`config.mk`:
```
export PLATFORM = sky130hd
export DESIGN_NAME = wdog_timer
export DESIGN_NICKNAME = d
export VERILOG_FILES = /design/src/rtl/wdog_pkg.sv /design/src/rtl/wdog_regfile.sv /design/src/rtl/wdog_tickgen.sv /design/src/rtl/wdog_downcount.sv /design/src/rtl/wdog_rst_stretch.sv /design/src/rtl/wdog_timer.sv
export SDC_FILE = /design/constraint.sdc
export NUM_CORES = 1
export LEC_CHECK = 0
export ABC_AREA = 1
export CAP_MARGIN = 5
export CELL_PAD_IN_SITES_DETAIL_PLACEMENT = 0
export CELL_PAD_IN_SITES_GLOBAL_PLACEMENT = 1
export CORE_UTILIZATION = 48
export CTS_CLUSTER_SIZE = 10
export DETAILED_ROUTE_END_ITERATION = 8
export DONT_BUFFER_PORTS = 1
export PLACE_DENSITY_LB_ADDON = 0.1
export SYNTH_ARGS = -nofsm -noshare
export SYNTH_HDL_FRONTEND = slang
export SYNTH_SLANG_ARGS = --single-unit
```
`constraint.sdc`:
```
create_clock -name clk -period 2.5 [get_ports clk]
set_input_delay 0.5 -clock clk [delete_from_list [all_inputs] [get_ports clk]]
set_output_delay 0.5 -clock clk [all_outputs]
set_load 0.01 [all_outputs]
```
`src/rtl/wdog_pkg.sv`:
```
package wdog_pkg;

    localparam int CNT_W     = 16;
    localparam int PRE_W     = 8;
    localparam int SEL_W     = 2;
    localparam int BASE_LOG2 = 4;
    localparam int PULSE_LEN = 16;
    localparam int DIV_W     = BASE_LOG2 + (1 << SEL_W) - 1;

    localparam logic [CNT_W-1:0] CNT_RESET = 16'h8000;

    // control word bit positions
    localparam int CTL_RST_BIT = 0;
    localparam int CTL_SEL_LO  = 3;
    localparam int CTL_EN_BIT  = 5;
    localparam int CTL_PRE_LO  = 8;

    typedef struct packed {
        logic [PRE_W-1:0] prescale;
        logic             tmr_en;
        logic [SEL_W-1:0] clk_sel;
        logic             rst_en;
    } ctrl_t;

    typedef enum logic [1:0] {
        REG_CTRL   = 2'd0,
        REG_RELOAD = 2'd1,
        REG_COUNT  = 2'd2,
        REG_NONE   = 2'd3
    } reg_sel_e;

    function automatic ctrl_t ctrl_from_word(input logic [31:0] w);
        ctrl_t c;
        c.prescale = w[CTL_PRE_LO +: PRE_W];
        c.tmr_en   = w[CTL_EN_BIT];
        c.clk_sel  = w[CTL_SEL_LO +: SEL_W];
        c.rst_en   = w[CTL_RST_BIT];
        return c;
    endfunction

    function automatic logic [31:0] ctrl_to_word(input ctrl_t c);
        logic [31:0] w;
        w = '0;
        w[CTL_PRE_LO +: PRE_W] = c.prescale;
        w[CTL_EN_BIT]          = c.tmr_en;
        w[CTL_SEL_LO +: SEL_W] = c.clk_sel;
        w[CTL_RST_BIT]         = c.rst_en;
        return w;
    endfunction

    function automatic reg_sel_e decode_addr(input logic [3:0] a);
        reg_sel_e r;
        if (a[1:0] != 2'b00) begin
            r = REG_NONE;
        end else begin
            case (a[3:2])
                2'd0:    r = REG_CTRL;
                2'd1:    r = REG_RELOAD;
                2'd2:    r = REG_COUNT;
                default: r = REG_NONE;
            endcase
        end
        return r;
    endfunction

    // terminal value of the power-of-two stage: (16 << sel) - 1
    function automatic logic [DIV_W-1:0] div_limit(input logic [SEL_W-1:0] sel);
        logic [DIV_W:0] one;
        logic [DIV_W:0] full;
        one  = 1;
        full = one << (BASE_LOG2 + int'(sel));
        full = full - one;
        return full[DIV_W-1:0];
    endfunction

endpackage

```
`src/rtl/wdog_regfile.sv`:
```
module wdog_regfile
    import wdog_pkg::*;
#(
    parameter int CW = CNT_W
) (
    input  logic          clk,
    input  logic          rst,
    input  logic          bus_sel,
    input  logic          bus_we,
    input  logic [3:0]    bus_addr,
    input  logic [31:0]   bus_wdata,
    input  logic [CW-1:0] cnt_live,
    output ctrl_t         ctrl_q,
    output logic [CW-1:0] reload_q,
    output logic          cnt_wr,
    output logic [CW-1:0] cnt_wval,
    output logic          reload_try,
    output logic [31:0]   bus_rdata
);

    reg_sel_e wsel;
    reg_sel_e rsel;
    logic     wr;

    assign wr         = bus_sel && bus_we;
    assign wsel       = decode_addr(bus_addr);
    assign rsel       = decode_addr(bus_addr);
    assign cnt_wr     = wr && (wsel == REG_COUNT);
    assign reload_try = wr && (wsel == REG_RELOAD);
    assign cnt_wval   = bus_wdata[CW-1:0];

    always_ff @(posedge clk) begin
        if (rst) begin
            ctrl_q   <= '0;
            reload_q <= CNT_RESET[CW-1:0];
        end else begin
            if (wr && wsel == REG_CTRL) begin
                ctrl_q <= ctrl_from_word(bus_wdata);
            end
            // reload data is locked while the timer runs
            if (reload_try && !ctrl_q.tmr_en) begin
                reload_q <= bus_wdata[CW-1:0];
            end
        end
    end

    always_comb begin
        bus_rdata = '0;
        case (rsel)
            REG_CTRL:   bus_rdata = ctrl_to_word(ctrl_q);
            REG_RELOAD: bus_rdata[CW-1:0] = reload_q;
            REG_COUNT:  bus_rdata[CW-1:0] = cnt_live;
            default:    bus_rdata = '0;
        endcase
    end

endmodule

```
`src/rtl/wdog_tickgen.sv`:
```
module wdog_tickgen
    import wdog_pkg::*;
#(
    parameter int PW = PRE_W,
    parameter int SW = SEL_W,
    parameter int DW = DIV_W
) (
    input  logic          clk,
    input  logic          rst,
    input  logic          run,
    input  logic          restart,
    input  logic [PW-1:0] prescale,
    input  logic [SW-1:0] clk_sel,
    output logic          tick
);

    logic [PW-1:0] pre_cnt;
    logic [DW-1:0] div_cnt;
    logic [DW-1:0] lim;
    logic          pre_hit;

    assign lim     = div_limit(clk_sel);
    assign pre_hit = run && (pre_cnt == prescale);
    assign tick    = pre_hit && (div_cnt >= lim);

    always_ff @(posedge clk) begin
        if (rst || restart || !run) begin
            pre_cnt <= '0;
            div_cnt <= '0;
        end else begin
            if (pre_hit) begin
                pre_cnt <= '0;
                div_cnt <= (div_cnt >= lim) ? '0 : div_cnt + 1'b1;
            end else begin
                pre_cnt <= pre_cnt + 1'b1;
            end
        end
    end

endmodule

```
`src/rtl/wdog_downcount.sv`:
```
module wdog_downcount
    import wdog_pkg::*;
#(
    parameter int CW = CNT_W
) (
    input  logic          clk,
    input  logic          rst,
    input  logic          load,
    input  logic [CW-1:0] load_val,
    input  logic          tick,
    input  logic [CW-1:0] reload,
    output logic [CW-1:0] cnt,
    output logic          expire
);

    assign expire = tick && !load && (cnt == '0);

    always_ff @(posedge clk) begin
        if (rst) begin
            cnt <= CNT_RESET[CW-1:0];
        end else if (load) begin
            cnt <= load_val;
        end else if (tick) begin
            cnt <= (cnt == '0) ? reload : cnt - 1'b1;
        end
    end

endmodule

```
`src/rtl/wdog_rst_stretch.sv`:
```
module wdog_rst_stretch #(
    parameter int LEN = 16
) (
    input  logic clk,
    input  logic rst,
    input  logic fire,
    output logic pulse
);

    localparam int LW = $clog2(LEN + 1);
    localparam logic [LW-1:0] LEN_V = LW'(LEN);

    logic [LW-1:0] remain;

    assign pulse = (remain != '0);

    always_ff @(posedge clk) begin
        if (rst) begin
            remain <= '0;
        end else if (fire) begin
            remain <= LEN_V;
        end else if (remain != '0) begin
            remain <= remain - 1'b1;
        end
    end

endmodule

```
`src/rtl/wdog_timer.sv`:
```
module wdog_timer
    import wdog_pkg::*;
#(
    parameter int CW  = CNT_W,
    parameter int PLS = PULSE_LEN
) (
    input  logic        clk,
    input  logic        rst,
    input  logic        bus_sel,
    input  logic        bus_we,
    input  logic [3:0]  bus_addr,
    input  logic [31:0] bus_wdata,
    output logic [31:0] bus_rdata,
    output logic        sys_rst_o
);

    ctrl_t         ctrl_q;
    logic [CW-1:0] reload_q;
    logic [CW-1:0] cnt_q;
    logic [CW-1:0] cnt_wval;
    logic          cnt_wr;
    logic          reload_try;
    logic          tick;
    logic          expire;
    logic          fire;

    wdog_regfile #(.CW(CW)) u_regs (
        .clk        (clk),
        .rst        (rst),
        .bus_sel    (bus_sel),
        .bus_we     (bus_we),
        .bus_addr   (bus_addr),
        .bus_wdata  (bus_wdata),
        .cnt_live   (cnt_q),
        .ctrl_q     (ctrl_q),
        .reload_q   (reload_q),
        .cnt_wr     (cnt_wr),
        .cnt_wval   (cnt_wval),
        .reload_try (reload_try),
        .bus_rdata  (bus_rdata)
    );

    wdog_tickgen u_tick (
        .clk      (clk),
        .rst      (rst),
        .run      (ctrl_q.tmr_en),
        .restart  (cnt_wr),
        .prescale (ctrl_q.prescale),
        .clk_sel  (ctrl_q.clk_sel),
        .tick     (tick)
    );

    wdog_downcount #(.CW(CW)) u_cnt (
        .clk      (clk),
        .rst      (rst),
        .load     (cnt_wr),
        .load_val (cnt_wval),
        .tick     (tick),
        .reload   (reload_q),
        .cnt      (cnt_q),
        .expire   (expire)
    );

    assign fire = expire && ctrl_q.tmr_en && ctrl_q.rst_en;

    wdog_rst_stretch #(.LEN(PLS)) u_pulse (
        .clk   (clk),
        .rst   (rst),
        .fire  (fire),
        .pulse (sys_rst_o)
    );

endmodule

```
# Word level (Yosys, flattened, before mapping)
# Cells that the tools add are included.
# totals
output_inout_bits	33
input_bits	40
regBits	64
# classes
eq_ne	5
n_shift	1
magnitude_cmp	1
add_sub_neg	6
n_reduce_logical	24
mux	9
# op_table
operator	n
16-bit two-way mux	3
16-bit case mux with 3 select lines	1
1-bit by 32-bit << shifter with 7-bit output, first input constant	1
16-bit logical NOT	1
16-bit by 1-bit subtractor with 16-bit output, second input constant	1
1-bit logical AND	11
5-bit two-way mux	2
8-bit by 1-bit adder with 8-bit output, second input constant	1
8-bit equality test	1
7-bit by 1-bit adder with 7-bit output, second input constant	1
7-bit >= comparator	1
7-bit two-way mux	1
7-bit by 1-bit subtractor with 7-bit output, second input constant	1
2-bit case mux with 3 select lines	1
2-bit nonzero test	3
5-bit nonzero test	1
5-bit by 1-bit subtractor with 5-bit output, second input constant	1
3-bit by 2-bit adder with 4-bit output, first input constant	1
2-bit by 1-bit equality test with 1-bit output, second input constant	2
2-bit equality test, second input constant	2
2-bit logical NOT	2
2-bit OR reduction	2
1-bit logical NOT	2
1-bit logical OR	2
2-bit two-way mux	1

# Depth between registers and ports, before layout
# logic_depth
depth_word	11
depth_mapped	13
mapped_depth_nobuf	13

# Modules after synthesis
# Synthesis repeated with hierarchy kept, for this count alone.
# hier_totals
cells_unflattened	704
area_unflattened_um2	4521.8
# by_module_without_submodules
module	area_each_um2	instances	cells_each
wdog_regfile	1756.7	1	265
wdog_downcount	1397.6	1	228
wdog_tickgen	1109.8	1	175
wdog_rst_stretch	244.0	1	33
wdog_timer	13.8	1	3

# Worst setup path after synthesis
# No wires, ideal clock.
# synth_path
path_type	input-to-output
startpoint	input bus_addr[1]
endpoint	output bus_rdata[6]
n_path_buf	1
setup_slack_ns	0.591
arrival_ns	1.409
cell_stages	6
path_cell_list	nor2_1 > nand2_1 > nor2_2 > inv_1 > clkbuf_1 > o21ai_0
# synth_between
elab_chain_cells	4
# synth_lines
element	line	rtl
start: declaration	wdog_timer.sv:11	input logic [3:0] bus_addr,
2-bit nonzero test (*)	wdog_pkg.sv:53	if (a[1:0] != 2'b00) begin
2-bit two-way mux (*)	wdog_pkg.sv:53	
2-bit equality test, or another cell as far along	wdog_regfile.sv:49	case (rsel)
16-bit case mux with 3 select lines (*)	wdog_regfile.sv:49	
end: declaration	wdog_timer.sv:13	output logic [31:0] bus_rdata,
# Mark *: on every way between the ends. The rest lies on a longest branch, timed or not.

# Final worst setup path
# layout_path
startpoint	input bus_addr[1]
endpoint	output bus_rdata[10]
# Same word-level chain as after synthesis.

==> Flow_metrics.wiki <==
{| class="wikitable"
! Metric !! Value
|-
| Initial core utilization || 0.5067
|-
| Max clock buf depth || 2
|-
| Final Critical Period || 2.054 ns
|-
| Primary FF master, synth || dfxtp_1
|-
| Number of buffers inserted during clock tree synthesis || 9
|-
| Clock tree from TritonCTS || built
|-
| Floorplan Core Area || 7888 um^2
|-
| Endpoint required time on the critical path || 2.00 ns
|-
| Number of unique standard cell types used by synthesis || 38
|-
| Number of hold buffers added after cts || 0
|-
| Global-route wire length before repair || 17.44 mm
|-
| Fraction of the mapped netlist area in simple logic gates || 0.3582
|-
| Proportion of register bits with asynchronous set or reset after synthesis || 0
|-
| Critical Path End Type || primary output
|-
| Ports placed on the boundary || 73
|-
| Register bit count reported by yosys || 64
|-
| Count of max-cap constraint violations || 0
|-
| Netlist area before placement || 3996 um^2
|-
| Synth warnings || 0
|-
| Pin count of the biggest net entering global routing || 30
|-
| Fill cells || 802
|-
| Number of standard cells after synthesis || 617
|-
| Max-slew violation total from the final report || 0
|-
| Post-synthesis mux area share || 0.002505
|-
| Xor/xnor share of the synthesized area || 0.03287
|-
| Post-CTS setup buffer count || 0
|-
| Overflow left after global routing || 0
|-
| Die Area || 8695 um^2
|-
| Type of origin of the critical path || primary input
|-
| Gates resized, CTS repair || 0
|-
| Filler-free cell count of the finished design || 721
|-
| Number of flops mapped to enable cells by yosys || 0
|-
| Via count normalized by instance count || 5.254
|-
| Part of the total power dissipated in sequential elements || 0.441
|-
| Proportion of total power due to net switching || 0.2770
|-
| Total DRC errors in the routed layout || 0
|-
| Final core occ || 0.5339
|-
| Detailed-route via count || 3788
|-
| Synth Area in Adders || 0.02818
|-
| Global router's overall resource usage || 0.2610
|-
| Fraction of final layout cells with drive strength greater than 1 || 0.08239
|-
| Pin slew with the least headroom to its limit || 0.8472 ns
|-
| Die height || 93.25 um
|-
| Area of combinational cells with multiple inputs || 2293 um^2
|-
| Sequential cell area || 1281 um^2
|-
| Master cell of the clock root buffer || clkbuf_8
|-
| Pleak || 1.877 nW
|-
| Synth-to-layout area growth || 5.385%
|-
| Remaining number of nets flagged by the antenna check after routing || 0
|-
| Clock tree skew after final layout || 0.007453 ns
|-
| Path class of the lowest-slack min-delay path || in -> reg
|-
| Mean Syn Cell Area || 6.477 um^2
|-
| WL per Instance || 14.74 um
|-
| Worst max-slew margin expressed relative to the limit || 0.4346
|-
| Final WL || 10.63 mm
|-
| Portion of total power attributed to combinational logic || 0.144
|-
| Half-perimeter wire length after placement || 7.939 mm
|-
| Share of the yosys chip area belonging to registers || 0.3206
|-
| Die outline width || 93.25 um
|-
| Unrepaired setup endpoints after global routing || false
|-
| Latest clock arrival within the worst-skew pair || 0.35 ns
|-
| Internal cell power || 1.772 mW
|-
| Total setup violations reported at the end of the flow || 0
|-
| Area fraction in compound gates after synthesis || 0.1371
|-
| Clk pin slew, worst setup/hold paths || 0.07 ns
|-
| Final antenna diode count || 0
|-
| Top cell type by total area after synthesis || dfxtp_1
|-
| Maximum vdd drop || 0.2693 mV
|-
| Count of H-tree levels built during CTS || 3
|-
| Largest cells by area after synthesis || dfxtp_1, nand2_1, nor2_1
|-
| Setup TNS || 0 ns
|-
| Buffers added on ports || 0
|-
| Clock network power share || 0.415
|-
| Final period util || 0.8214
|-
| Arrival @ worst endpoint || 1.55 ns
|-
| Final Hold Viols || 0
|-
| Final estimated routing congestion in global placement || 0.8543
|-
| Most frequent cells in the layout || nand2_1, nor2_1, inv_1, dfxtp_1, a21oi_1
|-
| Power per unit of standard cell area || 581.8 nW/um^2
|-
| Number of nets in the final layout || 663
|-
| First drt pass iteration count || 4
|-
| Number of antenna violations at the first check in global routing || 0
|-
| Number of global-route vias before repair || 3601
|-
| WS Path Type || in -> out
|-
| Achievable Freq || 487.0 MHz
|-
| Status || complete, no violations
|-
| Clock Sink Count || 64
|-
| Switching Power || 678.6 uW
|-
| Cell count after placement || 705
|-
| Leading cell type in the layout, fill and taps excluded || nand2_1
|-
| Max FO, Critical Path || 11
|-
| Top-area cell type share of the netlist area || 0.3206
|-
| Initial DRC count || 192
|-
| Standard-cell rows || 32
|-
| Combinational family with the most area after synthesis || simple AND/OR/NAND/NOR gates
|}
-- cells in the mapped netlist (3+ instances only) --
cell	count
nor2_1	88
nand2_1	169
o221ai_1	12
ha_1	9
nor2_4	3
buf_4	18
clkbuf_1	7
nor2_2	8
nor3_1	3
xor2_1	11
o21ai_2	3
dfxtp_1	64
nand3_1	31
o21ai_0	34
inv_1	66
inv_2	7
o22ai_1	3
nand2_2	3
a21oi_1	37
nand4_1	12
buf_2	4
xnor2_1	4
-- kinds of logic after synthesis --
family,count (synthesis)
compound gates,95
xor+xnor,15
fa+ha+maj,9
buf+inv,104
flops,64
mux,1
other cells,1
simple gates,328
-- critical path: stages --
cell and delay [ns]:
nor2_1 0.12, nand2_1 0.13, nor2_4 0.22, inv_2 0.19, o221ai_1 0.38
-- flip-flops by register name, summed over array words and instances, names as in the netlist --
name             count
u_cnt.cnt           16
u_regs.reload_q     16
u_regs.ctrl_q       12
u_tick.pre_cnt       8
u_tick.div_cnt       7
u_pulse.remain       5
-- through the flow --
step	instance area (um^2)	worst slack (ns)	power (mW)	hold WS [ns]
after global routing	4212	0.1928	2.574	0.1973
after detailed placement	3991	0.3670	1.458	0.4652
after CTS	4212	0.4288	2.469	0.2033
final	4212	0.4465	2.450	0.2087
after global placement	3991	0.4241	1.445	0.4610
after floorplan	4053	0.5912	1.418	0.4409
-- power by group through the flow --
stage | Clock [mW] | Sequential, mW | Combinational, mW
global route | 1.08 | 1.08 | 0.411
global placement | 0 | 1.10 | 0.341
CTS | 1.03 | 1.08 | 0.354
floorplan | 0 | 1.10 | 0.320
finish | 1.02 | 1.08 | 0.352
detailed placement | 0 | 1.11 | 0.353
-- layer usage --
metal / GRT usage / vias up / share of wire
met5: 0 / - / 0
met2: 0.4246 / 106 / 0.44
met1: 0.3412 / 1720 / 0.48
met4: 0.08205 / 0 / 0.013
met3: 0.06098 / 14 / 0.067
li1: - / 1948 / -
-- path summary, 6_finish.rpt --
path                     from             to  slack (ns)  cells past startpoint
max               bus_addr[1]  bus_rdata[10]        0.45                      5
min                       rst   u_cnt.cnt[2]        0.21                      1
max reg2reg  u_regs.ctrl_q[1]   u_cnt.cnt[2]        0.46                     11
min reg2reg      u_cnt.cnt[1]   u_cnt.cnt[1]        0.48                      2
-- cell type report --
| class | count | share of cell area |
|---|---|---|
| Multi-Input combinational cell | 464 | 0.5446 |
| Tap cell | 102 | 0.03030 |
| Sequential cell | 64 | 0.3042 |
| Clock buffer | 10 | 0.03268 |
| Clock inverter | 6 | 0.01961 |
| Inverter | 73 | 0.06506 |
| Timing Repair Buffer | 2 | 0.003565 |
No activity file was read; power rests on OpenSTA's default activity.
